==> src/rtl/timer_pkg.sv <==
package timer_pkg;
  typedef enum logic [2:0] {
    MODE_TC     = 3'd0,
    MODE_ONESHOT = 3'd1,
    MODE_RATE   = 3'd2,
    MODE_SQUARE = 3'd3,
    MODE_SW_STB = 3'd4,
    MODE_HW_STB = 3'd5
  } mode_e;

  // codes 6/7 fold onto the periodic modes
  function automatic mode_e norm_mode(input logic [2:0] code);
    logic [2:0] c;
    c = (code[2:1] == 2'b11) ? {1'b0, code[1:0]} : code;
    return mode_e'(c);
  endfunction

  function automatic logic gate_retrig(input mode_e m);
    return (m == MODE_ONESHOT) || (m == MODE_RATE) ||
           (m == MODE_SQUARE) || (m == MODE_HW_STB);
  endfunction
endpackage

==> src/rtl/timer_gate_sync.sv <==
module timer_gate_sync #(
  parameter int STAGES = 2
) (
  input  logic clk_i,
  input  logic rst_ni,
  input  logic gate_i,
  output logic rise_o
);
  logic [STAGES-1:0] sync_q;
  logic              prev_q;

  generate
    if (STAGES == 1) begin : g_one
      always_ff @(posedge clk_i or negedge rst_ni)
        if (!rst_ni) sync_q <= '0;
        else         sync_q <= gate_i;
    end else begin : g_many
      always_ff @(posedge clk_i or negedge rst_ni)
        if (!rst_ni) sync_q <= '0;
        else         sync_q <= {sync_q[STAGES-2:0], gate_i};
    end
  endgenerate

  always_ff @(posedge clk_i or negedge rst_ni)
    if (!rst_ni) prev_q <= 1'b0;
    else         prev_q <= sync_q[STAGES-1];

  assign rise_o = sync_q[STAGES-1] & ~prev_q;
endmodule

==> src/rtl/timer_count_core.sv <==
module timer_count_core
  import timer_pkg::*;
#(
  parameter int CNT_W = 16
) (
  input  logic             clk_i,
  input  logic             rst_ni,
  input  logic             tick_i,
  input  logic             load_i,
  input  logic [2:0]       mode_i,
  input  logic [CNT_W-1:0] load_val_i,
  input  logic             gate_rise_i,
  output mode_e            mode_o,
  output logic [CNT_W:0]   reload_o,
  output logic [CNT_W-1:0] down_o,
  output logic [CNT_W:0]   phase_o,
  output logic             passed_o,
  output logic             hit_o,
  output logic             started_o
);
  localparam logic [CNT_W:0]   FULL = {1'b1, {CNT_W{1'b0}}};
  localparam logic [CNT_W-1:0] ONE  = {{(CNT_W-1){1'b0}}, 1'b1};

  mode_e            mode_q;
  logic [CNT_W:0]   reload_q, phase_q;
  logic [CNT_W-1:0] down_q;
  logic             passed_q, hit_q, started_q;
  logic             restart;

  assign restart = gate_rise_i & gate_retrig(mode_q);

  always_ff @(posedge clk_i or negedge rst_ni) begin
    if (!rst_ni) begin
      mode_q    <= MODE_SQUARE;
      reload_q  <= FULL;
      down_q    <= '0;
      phase_q   <= '0;
      passed_q  <= 1'b0;
      hit_q     <= 1'b0;
      started_q <= 1'b0;
    end else if (load_i) begin
      mode_q    <= norm_mode(mode_i);
      reload_q  <= (load_val_i == '0) ? FULL : {1'b0, load_val_i};
      down_q    <= load_val_i;
      phase_q   <= '0;
      passed_q  <= 1'b0;
      hit_q     <= 1'b0;
      started_q <= 1'b0;
    end else if (restart) begin
      down_q    <= reload_q[CNT_W-1:0];
      phase_q   <= '0;
      passed_q  <= 1'b0;
      hit_q     <= 1'b0;
      started_q <= 1'b0;
    end else if (tick_i) begin
      down_q    <= down_q - ONE;
      phase_q   <= (phase_q == reload_q - 1'b1) ? '0 : phase_q + 1'b1;
      started_q <= 1'b1;
      // first arrival at d == N
      if (down_q == ONE && !passed_q) begin
        passed_q <= 1'b1;
        hit_q    <= 1'b1;
      end else begin
        hit_q    <= 1'b0;
      end
    end
  end

  assign mode_o    = mode_q;
  assign reload_o  = reload_q;
  assign down_o    = down_q;
  assign phase_o   = phase_q;
  assign passed_o  = passed_q;
  assign hit_o     = hit_q;
  assign started_o = started_q;
endmodule

==> src/rtl/timer_out_decode.sv <==
module timer_out_decode
  import timer_pkg::*;
#(
  parameter int CNT_W = 16
) (
  input  mode_e            mode_i,
  input  logic [CNT_W:0]   reload_i,
  input  logic [CNT_W-1:0] down_i,
  input  logic [CNT_W:0]   phase_i,
  input  logic             passed_i,
  input  logic             hit_i,
  input  logic             started_i,
  output logic             out_o,
  output logic [CNT_W-1:0] count_o
);
  localparam int EW = CNT_W + 2;

  logic [EW-1:0] n_e, ph_e, dbl, half, sq_diff, rate_diff;

  always_comb begin
    n_e  = EW'(reload_i);
    ph_e = EW'(phase_i);
    dbl  = ph_e << 1;
    if (dbl >= n_e) dbl = dbl - n_e;
    half      = (n_e + EW'(1)) >> 1;
    sq_diff   = n_e - dbl;
    rate_diff = n_e - ph_e;
  end

  always_comb begin
    out_o   = 1'b0;
    count_o = down_i;
    unique case (mode_i)
      MODE_TC:      out_o = passed_i;
      MODE_ONESHOT: out_o = ~passed_i;
      MODE_RATE: begin
        out_o   = (phase_i == '0) && started_i;
        count_o = rate_diff[CNT_W-1:0];
      end
      MODE_SQUARE: begin
        out_o   = (ph_e < half);
        count_o = sq_diff[CNT_W-1:0];
      end
      MODE_SW_STB, MODE_HW_STB: out_o = hit_i;
      default: out_o = 1'b0;
    endcase
  end
endmodule

==> src/rtl/timer_channel.sv <==
module timer_channel
  import timer_pkg::*;
#(
  parameter int CNT_W       = 16,
  parameter int SYNC_STAGES = 2
) (
  input  logic             clk_i,
  input  logic             rst_ni,
  input  logic             tick_i,
  input  logic             load_i,
  input  logic [2:0]       mode_i,
  input  logic [CNT_W-1:0] count_val_i,
  input  logic             gate_i,
  output logic             out_o,
  output logic [CNT_W-1:0] count_o
);
  logic             gate_rise;
  mode_e            mode_q;
  logic [CNT_W:0]   reload_q, phase_q;
  logic [CNT_W-1:0] down_q;
  logic             passed_q, hit_q, started_q;

  timer_gate_sync #(.STAGES(SYNC_STAGES)) u_sync (
    .clk_i  (clk_i),
    .rst_ni (rst_ni),
    .gate_i (gate_i),
    .rise_o (gate_rise)
  );

  timer_count_core #(.CNT_W(CNT_W)) u_core (
    .clk_i       (clk_i),
    .rst_ni      (rst_ni),
    .tick_i      (tick_i),
    .load_i      (load_i),
    .mode_i      (mode_i),
    .load_val_i  (count_val_i),
    .gate_rise_i (gate_rise),
    .mode_o      (mode_q),
    .reload_o    (reload_q),
    .down_o      (down_q),
    .phase_o     (phase_q),
    .passed_o    (passed_q),
    .hit_o       (hit_q),
    .started_o   (started_q)
  );

  timer_out_decode #(.CNT_W(CNT_W)) u_dec (
    .mode_i    (mode_q),
    .reload_i  (reload_q),
    .down_i    (down_q),
    .phase_i   (phase_q),
    .passed_i  (passed_q),
    .hit_i     (hit_q),
    .started_i (started_q),
    .out_o     (out_o),
    .count_o   (count_o)
  );
endmodule

==> config.mk <==
export PLATFORM = sky130hd
export DESIGN_NAME = timer_channel
export DESIGN_NICKNAME = d
export VERILOG_FILES = /design/src/rtl/timer_pkg.sv /design/src/rtl/timer_gate_sync.sv /design/src/rtl/timer_count_core.sv /design/src/rtl/timer_out_decode.sv /design/src/rtl/timer_channel.sv
export SDC_FILE = /design/constraint.sdc
export NUM_CORES = 1
export LEC_CHECK = 0
export ABC_AREA = 1
export BUFFER_PORTS_ARGS = -buffer_cell sky130_fd_sc_hd__buf_2
export CAP_MARGIN = 0
export CELL_PAD_IN_SITES_DETAIL_PLACEMENT = 2
export CELL_PAD_IN_SITES_GLOBAL_PLACEMENT = 2
export CORE_MARGIN = 2
export CORE_UTILIZATION = 38
export DETAILED_ROUTE_END_ITERATION = 6
export GPL_ROUTABILITY_DRIVEN = 0
export PLACE_DENSITY_LB_ADDON = 0.08
export SYNTH_ARGS = -nofsm -noshare
export SYNTH_HDL_FRONTEND = slang
export SYNTH_SLANG_ARGS = --single-unit
==> constraint.sdc <==
create_clock -name clk_i -period 13.1 [get_ports clk_i]
set_input_delay 2.62 -clock clk_i [delete_from_list [all_inputs] [get_ports clk_i]]
set_output_delay 2.62 -clock clk_i [all_outputs]
set_load 0.03 [all_outputs]
==> results_dict.tcl, run 1 <==
set metrics [dict create \
    drive_above_1_share 0.127 \
    grt_overflow_total 0 \
    rsz0062_at_grt "false" \
    busiest_layer "met2" \
    io_pins 41 \
    post_cts_buffers 0 \
    grt_usage 0.312 \
    cts.sinks 59 \
    hold_viol 0 \
    yosys_warnings 0 \
    post_cts_resized 0 \
    antenna_found_initial 0 \
    drt_pass1_iterations 5 \
    synth_cell_type_count 53 \
    layout_min_cycle_time_ns 8.22 \
    grt_pass1_wl_mm 43.3 \
    nets 1047 \
    post-route-period-util 0.627 \
    power_frac_comb 0.365 \
    clkPwrFrac 0.337 \
    critPathSlowestCell "nor2_2" \
    netlist_area_mm2 0.00651 \
    use_met3 0.0210 \
    syn2layout_area_growth_pct 9.72 \
    die-width_um 135 \
    rows 47 \
    htreeDepth 3 \
    clk_latency_ns 0.35 \
    worstPathRequired_ns 10.48 \
    setup_viol 0 \
    setup.worst_path.class "flip-flop to output port" \
    met2_usage 0.532 \
    max_slew_margin 0.249 \
    clockBufferDepth 2 \
    layout_commonest_cell "nand2_1" \
    yosysSeqAreaShare 0.227 \
    grt_pass1_vias 7612 \
    maxSlewViolCount 0 \
    vias 6815 \
    hold_class "flip-flop to flip-flop" \
    die-area_mm2 0.0182 \
    clkTransAtPathRegs_ns 0.05 \
    p_per_area_mw_per_mm2 105 \
    power_mw 0.753 \
    routedWlPerCell_um 22.8 \
    cap_violations 0 \
    syn-num-nets 1029 \
    synth_cells 949 \
    fill_cells 2058 \
    diodes 0 \
    path_delay_family "simple AND/OR/NAND/NOR gates" \
    fmaxAchievable_ghz 0.122 \
    leakage_nw 3.37 \
    path_cells "inv_1 > nor2_1 > buf_4 > inv_1 > nor2_2 > inv_1 > a21oi_1 > o21ai_0 > o21ai_0 > ha_1 > nand3_1 > nand3_1 > nand2_1 > nand3b_1 > nand2_1 > nand2_1 > a21boi_0 > o21ai_0 > nand2_1 > nand3_1 > o21ai_0 > buf_2" \
    clock-root-buffer "clkbuf_16" \
    status "completed" \
    numPortBuffers 40 \
    p_int_mw 0.439 \
    multi_input_area_mm2 0.00445 \
    grt_start_max_net_pins 60 \
    end_kind "output port" \
    p_sw_mw 0.313 \
    core_mm2 0.0166 \
    drt_first_iter_violations 392 \
    ys_ff_latch 59 \
    cts_tree "built" \
    syn_area_per_cell_um2 6.86 \
    postRouteAntennaNets 0 \
    crit_path_max_incr_delay_ns 0.78 \
    layout_common_cells "nand2_1, inv_1, nor2_1, o21ai_0, dfrtp_1" \
    vdd_drop_max_uv 57.6 \
    vias_per_cell 5.72 \
    startpoint_type "flip-flop" \
    async_reset_ff_frac 1.00 \
    synth_flop_cell "dfrtp_1" \
    drc_errors 0 \
    seqPwrFrac 0.297 \
    holdBufCountCts 0 \
    dpl.hpwl_mm 21.3 \
    finalSetupTns_ns 0 \
    clock_skew_ns 0.00554 \
    arrival_ns 5.60 \
    worstMarginPinSlew_ns 1.13 \
    drt_wl_total_mm 27.2 \
    use_met1 0.410 \
    cts_buffers 9 \
    synth_edf_count 0 \
    netSwitchingFraction 0.416 \
    path_max_fanout 23 \
    die_h_um 135 \
    worstPathBufferInverterCount 5 \
    layout.area.seq_mm2 0.00148 \
    start_util 0.391 \
]
-- per-stage QoR --
step                      instance area (um2)  hold WS, ns  worst slack (ns)  instances  utilization
final                                    7150        0.350              4.88       1192        0.429
after CTS                                7150        0.350              4.83       1192        0.429
after detailed placement                 6840        0.338              5.21       1176        0.411
after floorplan                          6510        0.331              6.37        949            -
after global routing                     7150        0.351              4.39       1192        0.429
after global placement                   6840        0.334              5.42       1176        0.411
-- routing by layer --
metal / vias to the layer above / wire [um]
met1: 3432 / 12600
li1: 3225 / -
met4: 0 / 920
met3: 41 / 574
met2: 117 / 13200
met5: - / 0
-- cells by family (layout without fill, tap and decap cells) --
kind of cell	Yosys count	count (layout)	synth area share
xor+xnor	65	65	0.0874
flops	59	59	0.227
simple gates	428	428	0.312
fa+ha+maj	56	56	0.110
compound gates	200	200	0.175
buf+inv	141	164	0.0890
-- registers in the layout (all words and copies together), names as in the netlist --
name              count
u_core.down_o        16
u_core.hit_o          1
u_core.mode_o         3
u_core.passed_o       1
u_core.phase_o       17
u_core.reload_o      17
u_core.started_o      1
u_sync.prev_q         1
u_sync.sync_q         2
-- power by group through the flow --
stage                     sequential, mW  combinational, mW  clock [mW]
after global placement             0.224              0.260           0
after CTS                          0.223              0.275       0.255
after floorplan                    0.213              0.192           0
after global routing               0.226              0.301       0.261
final                              0.224              0.275       0.254
after detailed placement           0.226              0.272           0
-- worst register-to-register path: stages, from the launching register on --
cell	delay, ns
dfstp_2	0.38
inv_1	0.24
nor2_1	0.10
o21ai_2	0.86
inv_2	0.35
nor2_1	0.21
inv_2	0.17
nor2_1	0.13
buf_4	0.22
inv_1	0.32
buf_4	0.36
o21ai_0	0.16
o21ai_0	0.11
-- layout make-up --
cell class / count / share of cell area
multi-input cells: 749 / 0.623
flip-flops and latches: 59 / 0.207
inverters: 103 / 0.0552
well taps: 220 / 0.0385
clock buffers: 12 / 0.0359
repair buffers: 45 / 0.0333
clock inverters: 4 / 0.00683
-- cell usage after synthesis, types with 2 or more instances --
master / instances / area share
nand2_1: 203 / 0.12
inv_1: 92 / 0.053
nor2_1: 83 / 0.048
o21ai_0: 83 / 0.064
dfrtp_1: 56 / 0.22
ha_1: 54 / 0.10
nand3_1: 52 / 0.040
a21oi_1: 50 / 0.038
xor2_1: 50 / 0.067
a31oi_1: 22 / 0.021
clkbuf_1: 22 / 0.013
nand4_1: 16 / 0.015
nor3_1: 16 / 0.012
xnor2_1: 15 / 0.020
nand3_2: 12 / 0.018
o211ai_1: 11 / 0.013
buf_2: 10 / 0.0077
inv_2: 9 / 0.0052
nor2_2: 9 / 0.0086
nor3_2: 7 / 0.011
nor4_1: 6 / 0.0058
a211oi_1: 5 / 0.0058
nand2_2: 5 / 0.0048
nor2_4: 5 / 0.0086
a21o_1: 4 / 0.0046
o21a_1: 4 / 0.0046
o21ai_1: 4 / 0.0031
buf_6: 3 / 0.0052
dfstp_2: 3 / 0.012
o21bai_1: 3 / 0.0035
o31ai_1: 3 / 0.0035
or2_2: 3 / 0.0029
a21boi_0: 2 / 0.0023
a31o_2: 2 / 0.0027
buf_4: 2 / 0.0023
fa_1: 2 / 0.0061
nand3b_1: 2 / 0.0023
o221ai_1: 2 / 0.0027
o22ai_1: 2 / 0.0019
or4_1: 2 / 0.0023
-- final timing paths --
kind	depth (start not counted)	to	from	slack, ns
setup / recovery	22	count_o[12]	u_core.mode_o[1]$_DFFE_PN1P_	4.88
hold / removal	0	u_sync.sync_q[1]$_DFF_PN0_	u_sync.sync_q[0]$_DFF_PN0_	0.35
setup reg to reg	12	u_core.down_o[2]$_DFFE_PN0P_	u_core.mode_o[0]$_DFFE_PN1P_	9.36
hold reg to reg	0	u_sync.sync_q[1]$_DFF_PN0_	u_sync.sync_q[0]$_DFF_PN0_	0.35
max in group asynchronous	2	u_core.reload_o[9]$_DFFE_PN0P_	rst_ni	10.07
min in group asynchronous	2	u_core.down_o[0]$_DFFE_PN0P_	rst_ni	2.45
No activity file was read; power rests on OpenSTA's default activity.
==> inputs of run 2 (changes only) <==
--- a/config.mk
+++ b/config.mk
@@ -11,7 +11,7 @@
 export CELL_PAD_IN_SITES_DETAIL_PLACEMENT = 2
 export CELL_PAD_IN_SITES_GLOBAL_PLACEMENT = 2
 export CORE_MARGIN = 2
-export CORE_UTILIZATION = 38
+export CORE_UTILIZATION = 32
 export DETAILED_ROUTE_END_ITERATION = 6
 export GPL_ROUTABILITY_DRIVEN = 0
 export PLACE_DENSITY_LB_ADDON = 0.08
==> constraint.sdc (replaced) <==
create_clock -name clk_i -period 6.6 [get_ports clk_i]
set_input_delay 1.32 -clock clk_i [delete_from_list [all_inputs] [get_ports clk_i]]
set_output_delay 1.32 -clock clk_i [all_outputs]
set_load 0.03 [all_outputs]
==> results_dict.tcl, run 2 (synthesis gave the netlist of run 1 again) <==
set metrics [dict create \
    seqPwrFrac 0.294 \
    met2_usage 0.425 \
    crit_path_max_incr_delay_ns 0.48 \
    hold_viol 0 \
    netSwitchingFraction 0.421 \
    max_slew_margin 0.341 \
    start_util 0.324 \
    routedWlPerCell_um 20.4 \
    post_cts_buffers 0 \
    clkPwrFrac 0.341 \
    drt_pass1_iterations 4 \
    drive_above_1_share 0.151 \
    use_met1 0.337 \
    worstPathRequired_ns 5.28 \
    clock-root-buffer "clkbuf_16" \
    drt_wl_total_mm 25.8 \
    postRouteAntennaNets 0 \
    syn2layout_area_growth_pct 13.1 \
    startpoint_type "flip-flop" \
    htreeDepth 3 \
    diodes 0 \
    hold_class "flip-flop to flip-flop" \
    clock_skew_ns 0.00981 \
    setup.worst_path.class "flip-flop to output port" \
    hold-path-endpoint "u_sync.sync_q[1]$_DFF_PN0_" \
    r2r_end "u_core.passed_o$_DFFE_PN0P_" \
    hold_slack_ns 0.353 \
    p_sw_mw 0.624 \
    path_common_cell "inv_1" \
    clk_latency_ns 0.35 \
    grt_pass1_vias 7264 \
    io_pins 41 \
    critPathSlowestCell "dfrtp_2" \
    setup_viol 0 \
    rsz0062_at_grt "false" \
    finalSetupTns_ns 0 \
    rr_worst_depth 13 \
    path_delay_family "compound AO/OA/AOI/OAI gates" \
    layout_commonest_cell "nand2_1" \
    r2r_slack_ns 2.75 \
    clockBufferDepth 2 \
    leakage_nw 3.46 \
    cap_violations 0 \
    power_frac_comb 0.365 \
    grt_overflow_total 0 \
    p_per_area_mw_per_mm2 201 \
    die-area_mm2 0.0215 \
    nets 1067 \
    cts_tree "built" \
    fmaxAchievable_ghz 0.162 \
    placedCellCount 1246 \
    antenna_found_initial 0 \
    drt_first_iter_violations 280 \
    drc_errors 0 \
    arrival_ns 4.87 \
    r2r_start "u_core.mode_o[1]$_DFFE_PN1P_" \
    p_int_mw 0.859 \
    dpl.hpwl_mm 20.6 \
    worstPathBufferInverterCount 4 \
    vias 6594 \
    grt_start_max_net_pins 60 \
    use_met3 0.0272 \
    layout.area.seq_mm2 0.00149 \
    multi_input_area_mm2 0.00446 \
    grt_usage 0.250 \
    layout_common_cells "nand2_1, inv_1, nor2_1, o21ai_0, ha_1" \
    worstMarginPinSlew_ns 0.984 \
    worstHoldPathCells 0 \
    worstHoldStart "u_sync.sync_q[0]$_DFF_PN0_" \
    vdd_drop_max_uv 98.7 \
    cts_buffers 9 \
    power_mw 1.48 \
    grt_pass1_wl_mm 41.3 \
    core_mm2 0.0201 \
    vias_per_cell 5.23 \
    clkTransAtPathRegs_ns 0.06 \
    layout_min_cycle_time_ns 6.19 \
    status "completed" \
    die-width_um 147 \
    cts.sinks 59 \
    busiest_layer "met2" \
    path_max_fanout 19 \
    fill_cells 2465 \
    numPortBuffers 40 \
    rows 52 \
    maxSlewViolCount 0 \
    die_h_um 147 \
    path_cells "inv_1 > ha_1 > nand2_1 > inv_1 > a21oi_1 > nand3_1 > nand2_1 > nand2_4 > inv_1 > o21ai_0 > o21ai_0 > ha_1 > a21o_1 > nand3_1 > nand4_1 > a31o_2 > or2_2 > a31oi_1 > buf_2" \
    post-route-period-util 0.937 \
    final_cells 1262 \
    end_kind "output port" \
]
## run 2: power groups by stage
stage	Sequential (mW)	Clock, mW	Combinational (mW)
detailed placement	0.442	0	0.542
floorplan	0.423	0	0.382
global route	0.443	0.531	0.607
finish	0.437	0.505	0.541
CTS	0.436	0.517	0.547
global placement	0.441	0	0.536
## run 2: per-stage QoR
stage / cell area [um2] / setup WS, ns / util
final: 7360 / 0.413 / 0.366
after global routing: 7360 / 0.00530 / 0.366
after CTS: 7350 / 0.158 / 0.366
after detailed placement: 7050 / 0.283 / 0.351
after global placement: 7050 / 0.387 / 0.351
after floorplan: 6510 / 1.17 / -
## run 2: worst max path at each step
stage / startpoint / cells past startpoint / slack (ns) / to
after global placement: u_core.reload_o[9]$_DFFE_PN0P_ / 20 / 0.39 / count_o[13]
final: u_core.reload_o[9]$_DFFE_PN0P_ / 19 / 0.41 / count_o[13]
after CTS: u_core.reload_o[9]$_DFFE_PN0P_ / 24 / 0.16 / count_o[12]
after global routing: u_core.reload_o[9]$_DFFE_PN0P_ / 24 / 0.005 / count_o[12]
after detailed placement: u_core.reload_o[9]$_DFFE_PN0P_ / 20 / 0.28 / count_o[13]
after floorplan: u_core.reload_o[8]$_DFFE_PN0P_ / 23 / 1.17 / count_o[10]
## run 2: metal layers
metal,part of all wire,up-vias,wire length (um)
li1,-,3251,-
met1,0.49,3244,12500
met2,0.47,73,12100
met3,0.025,26,656
met4,0.019,0,487
met5,0,-,0
## run 2: cell type report
class	instances	share of cell area
multi-input combinational	749	0.606
sequential	59	0.202
inverter	103	0.0535
timing repair buffer	65	0.0527
tap	270	0.0459
clock buffer	10	0.0311
clock inverter	6	0.00884
## run 2: repair_timing
item | 4_1_cts | 5_1_grt
setup endpoints to repair | 2 | 6
resized for setup | 1 | 8
hold endpoints to repair | 0 | 0
hold buffers | 0 | 0
